`src/rtl/alu_slice_pkg.sv`:
```
package alu_slice_pkg;

  // Function codes; bit 0 is the lowest select line.
  typedef enum logic [2:0] {
    FN_CLEAR     = 3'b000,
    FN_B_MINUS_A = 3'b001,
    FN_A_MINUS_B = 3'b010,
    FN_ADD       = 3'b011,
    FN_XOR       = 3'b100,
    FN_OR        = 3'b101,
    FN_AND       = 3'b110,
    FN_PRESET    = 3'b111
  } alu_fn_e;

endpackage

```
`src/rtl/alu_operand_prep.sv`:
```
module alu_operand_prep
  import alu_slice_pkg::*;
#(
  parameter int WIDTH = 4
) (
  input  alu_fn_e          fn,
  input  logic [WIDTH-1:0] a,
  input  logic [WIDTH-1:0] b,
  output logic [WIDTH-1:0] x,
  output logic [WIDTH-1:0] y,
  output logic             force_low
);

  // The subtract codes invert one operand.
  // Every other code passes both operands through unchanged.
  always_comb begin
    x         = (fn == FN_B_MINUS_A) ? ~a : a;
    y         = (fn == FN_A_MINUS_B) ? ~b : b;
    force_low = (fn == FN_CLEAR);
  end

endmodule

```
`src/rtl/alu_carry_chain.sv`:
```
module alu_carry_chain #(
  parameter int WIDTH = 4
) (
  input  logic [WIDTH-1:0] x,
  input  logic [WIDTH-1:0] y,
  input  logic             cin,
  output logic [WIDTH-1:0] sum,
  output logic             grp_gen,
  output logic             grp_prop
);

  logic [WIDTH-1:0] bit_g;
  logic [WIDTH-1:0] bit_p;
  logic [WIDTH-1:0] carry;
  logic [WIDTH:0]   gen_acc;

  assign carry[0]   = cin;
  assign gen_acc[0] = 1'b0;

  for (genvar i = 0; i < WIDTH; i++) begin : g_bit
    assign bit_g[i]       = x[i] & y[i];
    assign bit_p[i]       = x[i] | y[i];
    assign sum[i]         = x[i] ^ y[i] ^ carry[i];
    assign gen_acc[i+1]   = bit_g[i] | (bit_p[i] & gen_acc[i]);
    if (i < WIDTH - 1) begin : g_carry
      assign carry[i+1] = bit_g[i] | (bit_p[i] & carry[i]);
    end
  end

  assign grp_gen  = gen_acc[WIDTH];
  assign grp_prop = &bit_p;

endmodule

```
`src/rtl/alu_result_sel.sv`:
```
module alu_result_sel
  import alu_slice_pkg::*;
#(
  parameter int WIDTH = 4
) (
  input  alu_fn_e          fn,
  input  logic [WIDTH-1:0] a,
  input  logic [WIDTH-1:0] b,
  input  logic [WIDTH-1:0] sum,
  output logic [WIDTH-1:0] f
);

  always_comb begin
    unique case (fn)
      FN_CLEAR:                          f = '0;
      FN_B_MINUS_A, FN_A_MINUS_B, FN_ADD: f = sum;
      FN_XOR:                            f = a ^ b;
      FN_OR:                             f = a | b;
      FN_AND:                            f = a & b;
      FN_PRESET:                         f = '1;
      default:                           f = '0;
    endcase
  end

endmodule

```
`src/rtl/lookahead_alu_slice.sv`:
```
module lookahead_alu_slice
  import alu_slice_pkg::*;
#(
  parameter int WIDTH = 4
) (
  input  logic             clk,
  input  logic             rst,
  input  logic [WIDTH-1:0] a_in,
  input  logic [WIDTH-1:0] b_in,
  input  logic             carry_in,
  input  logic [2:0]       func_sel,
  output logic [WIDTH-1:0] f_out,
  output logic             grp_gen_n,
  output logic             grp_prop_n
);

  localparam logic [WIDTH-1:0] ALL_ONES = '1;
  localparam logic [WIDTH-1:0] ALL_ZERO = '0;

  alu_fn_e          fn;
  logic [WIDTH-1:0] op_x;
  logic [WIDTH-1:0] op_y;
  logic             force_low;
  logic [WIDTH-1:0] sum;
  logic             grp_gen;
  logic             grp_prop;
  logic [WIDTH-1:0] f_d;

  assign fn = alu_fn_e'(func_sel);

  alu_operand_prep #(.WIDTH(WIDTH)) u_prep (
    .fn        (fn),
    .a         (a_in),
    .b         (b_in),
    .x         (op_x),
    .y         (op_y),
    .force_low (force_low)
  );

  alu_carry_chain #(.WIDTH(WIDTH)) u_chain (
    .x        (op_x),
    .y        (op_y),
    .cin      (carry_in),
    .sum      (sum),
    .grp_gen  (grp_gen),
    .grp_prop (grp_prop)
  );

  alu_result_sel #(.WIDTH(WIDTH)) u_sel (
    .fn  (fn),
    .a   (a_in),
    .b   (b_in),
    .sum (sum),
    .f   (f_d)
  );

  always_ff @(posedge clk) begin
    if (rst) begin
      f_out      <= '0;
      grp_gen_n  <= 1'b0;
      grp_prop_n <= 1'b0;
    end else begin
      f_out      <= f_d;
      grp_gen_n  <= force_low ? 1'b0 : ~grp_gen;
      grp_prop_n <= force_low ? 1'b0 : ~grp_prop;
    end
  end

  AST_RESET_STATE: assert property (@(posedge clk)
    rst |=> (f_out == ALL_ZERO && !grp_gen_n && !grp_prop_n));

  AST_CLEAR_ALL_LOW: assert property (@(posedge clk) disable iff (rst)
    func_sel == 3'b000 |=> (f_out == ALL_ZERO && !grp_gen_n && !grp_prop_n));

  AST_ADD_ZERO_OPERANDS: assert property (@(posedge clk) disable iff (rst)
    (func_sel == 3'b011 && a_in == ALL_ZERO && b_in == ALL_ZERO)
      |=> (f_out == {{(WIDTH-1){1'b0}}, $past(carry_in)} && grp_gen_n));

  AST_XOR_SAME_IS_ZERO: assert property (@(posedge clk) disable iff (rst)
    (func_sel == 3'b100 && a_in == b_in) |=> f_out == ALL_ZERO);

  AST_PRESET_ALL_ONES: assert property (@(posedge clk) disable iff (rst)
    func_sel == 3'b111 |=> f_out == ALL_ONES);

  AST_ADD_FULL_PROPAGATE: assert property (@(posedge clk) disable iff (rst)
    (func_sel == 3'b011 && (a_in | b_in) == ALL_ONES) |=> !grp_prop_n);

  AST_SUB_EQUAL_OPERANDS: assert property (@(posedge clk) disable iff (rst)
    (func_sel == 3'b001 && a_in == b_in)
      |=> f_out == ($past(carry_in) ? ALL_ZERO : ALL_ONES));

endmodule

```
`config.mk`:
```
export PLATFORM = sky130hd
export DESIGN_NAME = lookahead_alu_slice
export DESIGN_NICKNAME = d
export VERILOG_FILES = /design/src/rtl/alu_slice_pkg.sv /design/src/rtl/alu_operand_prep.sv /design/src/rtl/alu_carry_chain.sv /design/src/rtl/alu_result_sel.sv /design/src/rtl/lookahead_alu_slice.sv
export SDC_FILE = /design/constraint.sdc
export NUM_CORES = 1
export LEC_CHECK = 0
export BUFFER_PORTS_ARGS = -buffer_cell sky130_fd_sc_hd__buf_2
export CAP_MARGIN = 5
export CORE_ASPECT_RATIO = 1.25
export CORE_MARGIN = 2
export CORE_UTILIZATION = 25
export DETAILED_ROUTE_END_ITERATION = 8
export GPL_TIMING_DRIVEN = 0
export PLACE_DENSITY = 0.5
export REMOVE_ABC_BUFFERS = 1
export SYNTH_ARGS = -nofsm -noshare
export SYNTH_HDL_FRONTEND = slang
export SYNTH_SLANG_ARGS = --single-unit
export TNS_END_PERCENT = 50
```
`constraint.sdc`:
```
create_clock -name clk -period 6.2 [get_ports clk]
set_clock_uncertainty 0.1 [all_clocks]
set_input_delay 1.24 -clock clk [delete_from_list [all_inputs] [get_ports clk]]
set_output_delay 1.24 -clock clk [all_outputs]
set_load 0.05 [all_outputs]
```
==> reports/metrics.cfg, run 1 <==
[sta]
finalCriticalPeriod_ps=3540
drv_slew=0
setup_violations=0
final_hold_viol_count=0
max_freq_ghz=0.282
rsz0062_at_grt=no
worst_pin_slew_ps=325
period_share_pct=57.2
tns_ps=0
maxSlewHeadroom_pct=78.2

[route]
drt_iter0_drc=7
via_count=651
drtPass1Iterations=3
routed_wl_um=1610
viasPerCell=4.40
route.detailed.drc=0
routedWlPerCell_um=10.9
ant_nets=0

[critical_path]
crit_top_cell=fa_1
arrival_ps=3530
critPathKind=primary input to flop
worst-path-stages=10
critPathCaptureType=flop
crit_buf_inv=2
cp-start-kind=primary input
crit_fanout=13
slowest_stage=fa_1
crit_chain=buf_2, nand2b_1, nor2_4, xnor2_1, fa_1, fa_1, inv_1, fa_1, nand2_1, a21oi_1
cp_top_family=adder cells
crit_path_max_incr_delay_ps=430
required_ps=6190

[die]
core_area_mm2=0.00319
dieWidth_um=55.6
rows=23
initial_core_util_pct=26.0
die-area_mm2=0.00380
ios=20
die_h_um=68.5

[cells_and_area]
layout_common_cells=buf_2, inv_1, ha_1, xnor2_1
diodes=0
nFillCells=341
areaGrowthSynthToFinish_pct=18.8
drive_gt1_share_pct=24.3
nets=146
fin_util_pct=30.9
final_common_cell=buf_2

[cts]
cts_setup_buffers=0
root_buffer=clkbuf_8
clkTransAtPathRegs_ps=30
holdBufCountCts=0
clockBufferDepth=2
cts_tree=done
htreeDepth=1
cts.sinks=6
cts_resized=0
cts_buffers=3

[grt]
antenna_found_initial=0
grt_usage_pct=10.2
grt_pass1_vias=708
grt_max_degree=14
overflow=0
grt_first_pass_wirelength_um=2980

[logic_synthesis]
synth.distinct_cells=26
avgSynthCellArea_um2=9.03
synth_top_area_cell=ha_1
netlist.area_leader.share_pct=24.1
netlist_instances=92
synth.ff_latch_count=6
yosys_warnings=0
synth.cell_area_um2=831
ys_seq_area_share_pct=14.5
synthTopCellsByArea=ha_1, dfxtp_1, xnor2_1

[power_and_ir_drop]
irDropWorstVdd_uv=120
power_density_mw_per_mm2=176
p_leak_nw=0.480

[place]
gp_congestion=0.744
port_buffers=19
dp_hpwl_um=1360

[flow_run]
drv_cap=0

[status]
status=finished, final reports clean

[min_path]
holdPathStages=2
hold_class=primary input to flop

==> cell usage after synthesis, drive strengths merged <==
| cell type | number |
|---|---|
| xor2 | 1 |
| ha | 16 |
| o21ai | 1 |
| nor2b | 4 |
| nor3b | 2 |
| xnor2 | 12 |
| nor2 | 1 |
| inv | 18 |
| or3b | 2 |
| o221ai | 1 |
| a2bb2oi | 1 |
| o21ba | 1 |
| nand2 | 2 |
| a2111oi | 1 |
| o21a | 1 |
| buf | 3 |
| o311ai | 2 |
| dfxtp | 6 |
| a21oi | 6 |
| mux2 | 1 |
| nand2b | 4 |
| or2 | 1 |
| fa | 3 |
| nor3 | 2 |
==> per-stage QoR <==
| step | power (mW) | hold WS (ps) | instance area, um2 | worst slack, ps | std cells |
|---|---|---|---|---|---|
| detailed placement | 0.119 | 1340 | 946 | 2400 | 145 |
| CTS | 0.177 | 1120 | 987 | 2630 | 148 |
| global placement | 0.118 | 1350 | 946 | 2410 | 145 |
| global route | 0.190 | 1120 | 987 | 2480 | 148 |
| finish | 0.174 | 1120 | 987 | 2660 | 148 |
| floorplan | 0.0983 | 1210 | 805 | 2840 | 89 |
==> layout make-up <==
class | count | area, um2 | share of cell area, %
Tap cell | 37 | 46.3 | 4.69
Multi-Input combinational cell | 65 | 617 | 62.5
Timing Repair Buffer | 19 | 95.1 | 9.63
Clock buffer | 3 | 41.3 | 4.18
Inverter | 18 | 67.6 | 6.84
Sequential cell | 6 | 120 | 12.2
==> power by group <==
group | switching, mW | internal, mW | total [mW]
Clock | 0.0151 | 0.0415 | 0.0566
Sequential | 0.000670 | 0.0431 | 0.0438
Combinational | 0.0458 | 0.0278 | 0.0736
==> state kept, by name, summed over array words and instances (netlist names) <==
register,cells
f_out,4
grp_gen_n,1
grp_prop_n,1
==> kinds of logic (layout without fill, tap and decap cells) <==
family	Yosys count	in the layout	synth area share, %
buffers and inverters	21	40	11.3
adders and majority gates	19	19	31.3
and+or+nand+nor	18	18	15.5
AOI/OAI and AO/OA	14	14	12.3
xor gates and xnor gates	13	13	13.7
DFF	6	6	14.5
muxes	1	1	1.36
==> final timing paths <==
| kind | from | endpoint |
|---|---|---|
| worst max-delay path | func_sel[0] | f_out[2] |
| worst min-delay path | rst | f_out[0] |
==> routing by layer <==
layer,part of all wire [%],GRT usage [%],vias up
met5,0,0,-
met4,3.5,7.32,0
met3,5.2,1.51,7
met2,53,19.8,17
met1,38,10.1,296
li1,-,-,331
Note: power is estimated with default switching activity, not from simulation.
==> inputs of run 2 (changes only) <==
--- a/config.mk
+++ b/config.mk
@@ -12,7 +12,7 @@
 export CORE_UTILIZATION = 25
 export DETAILED_ROUTE_END_ITERATION = 8
 export GPL_TIMING_DRIVEN = 0
-export PLACE_DENSITY = 0.5
+export PLACE_DENSITY = 0.52
 export REMOVE_ABC_BUFFERS = 1
 export SYNTH_ARGS = -nofsm -noshare
 export SYNTH_HDL_FRONTEND = slang
==> constraint.sdc (replaced) <==
create_clock -name clk -period 2.91 [get_ports clk]
set_clock_uncertainty 0.1 [all_clocks]
set_input_delay 0.582 -clock clk [delete_from_list [all_inputs] [get_ports clk]]
set_output_delay 0.582 -clock clk [all_outputs]
set_load 0.05 [all_outputs]
==> run 2 against run 1 <==
Net effect:
- sequential share of layout area down 0.18 points
- highest routed layer unchanged
- die area stayed put
- via count increased by 1.8%
- non-clock buffer count is 2 higher
- sequential power rose by 110%
- largest power group unchanged
==> reports/metrics.cfg, run 2 (synthesis gave the netlist of run 1 again) <==
[place]
gp_congestion=0.748
port_buffers=19
placed_cells=145
placed_area_um2=946
dp_hpwl_um=1360

[critical_path]
crit_fanout=13
arrival_ps=2680
cp-start-kind=primary input
required_ps=2900
critPathKind=primary input to flop
critPathCaptureType=flop

[cells_and_area]
nets=148
final_cells=150
largest-register=f_out
largest_reg_flops=4
layout_common_cells=buf_2, inv_1, ha_1, xnor2_1
top_regs=f_out (4), grp_gen_n (1), grp_prop_n (1)
final_common_cell=buf_2
diodes=0
stdcell_area_mm2=0.00100
drive_gt1_share_pct=25.7
nFillCells=335
areaGrowthSynthToFinish_pct=20.6

[route]
routed_wl_um=1610
routedWlPerCell_um=10.7
drt_iter0_drc=0
via_count=663
ant_nets=0
route.detailed.drc=0
viasPerCell=4.42
drtPass1Iterations=1

[sta]
max_freq_ghz=0.372
fin_worst_hold_slack_ps=452
finalCriticalPeriod_ps=2690
drv_slew=0
setup_violations=0
maxSlewHeadroom_pct=76.8
final_hold_viol_count=0
period_share_pct=92.4
worst_pin_slew_ps=345
rsz0062_at_grt=no

[cts]
cts.sinks=6
htreeDepth=1
cts_buffers=3
root_buffer=clkbuf_8
clkTransAtPathRegs_ps=30
cts_resized=0
clockBufferDepth=2
cts_tree=done

[grt]
grt_first_pass_wirelength_um=2820
grt_pass1_vias=699
grt_max_degree=14
antenna_found_initial=0
overflow=0
grt_usage_pct=9.54

[die]
rows=23
initial_core_util_pct=26.0
die-area_mm2=0.00380
die_h_um=68.5
dieWidth_um=55.6
core_area_mm2=0.00319
ios=20

[flow_run]
drv_cap=0

[power_and_ir_drop]
p_leak_nw=0.490
p_total_mw=0.374
power_density_mw_per_mm2=373
irDropWorstVdd_uv=240

[min_path]
hold_class=primary input to flop

[status]
status=finished, final reports clean

-- run 2: cell types whose count changed in the layout (fill, tap and decap cells not counted), sizes merged --
cell,before,now
buf,19,21
-- run 2: final timing paths --
kind | startpoint | to | slack, ps | cells after the start
setup / recovery | func_sel[0] | f_out[2] | 220 | 10
hold / removal | rst | f_out[0] | 450 | 2
-- run 2: power by group --
group / internal, mW / total (mW) / switching, mW
clock network: 0.0887 / 0.123 / 0.0347
registers: 0.0919 / 0.0937 / 0.00181
logic: 0.0600 / 0.157 / 0.0972
total: 0.241 / 0.374 / 0.134
-- run 2: critical path: stages --
cell      delay, ps
buf_2           240
nand2b_1        180
nor2_4          160
xnor2_1         110
fa_1            420
fa_1            370
inv_1            80
fa_1            410
nand2_1          80
a21oi_1          60
-- run 2: final cells by class --
| type | instances | area [um2] | share of cell area [%] |
|---|---|---|---|
| multi-input combinational | 65 | 617 | 61.5 |
| timing repair buffer | 21 | 110 | 11.0 |
| tap | 37 | 46.3 | 4.62 |
| sequential | 6 | 120 | 12.0 |
| inverter | 18 | 67.6 | 6.74 |
| clock buffer | 3 | 41.3 | 4.12 |
-- run 2: per-stage QoR --
step           setup TNS (ps)  util (%)  setup slack (ps)
4_1_cts                     0      31.1              31.6
3_5_place_dp             -408      29.6              -247
5_1_grt                     0      31.4              50.0
3_3_place_gp             -365      29.6              -219
6_report                    0      31.4               220
2_1_floorplan               0         -               208
-- run 2: metal layers --
layer	track usage, %	up-vias	share of wire, %
met1	9.38	307	39
met3	1.70	5	4.2
met5	0	-	0
met4	7.01	0	3.0
li1	-	335	-
met2	18.2	16	53
-- run 2: what timing repair did --
action	4_1_cts	5_1_grt
setup buffers	1	1
pin swaps	1	0
hold buffers	0	0
setup endpoints to repair	1	2
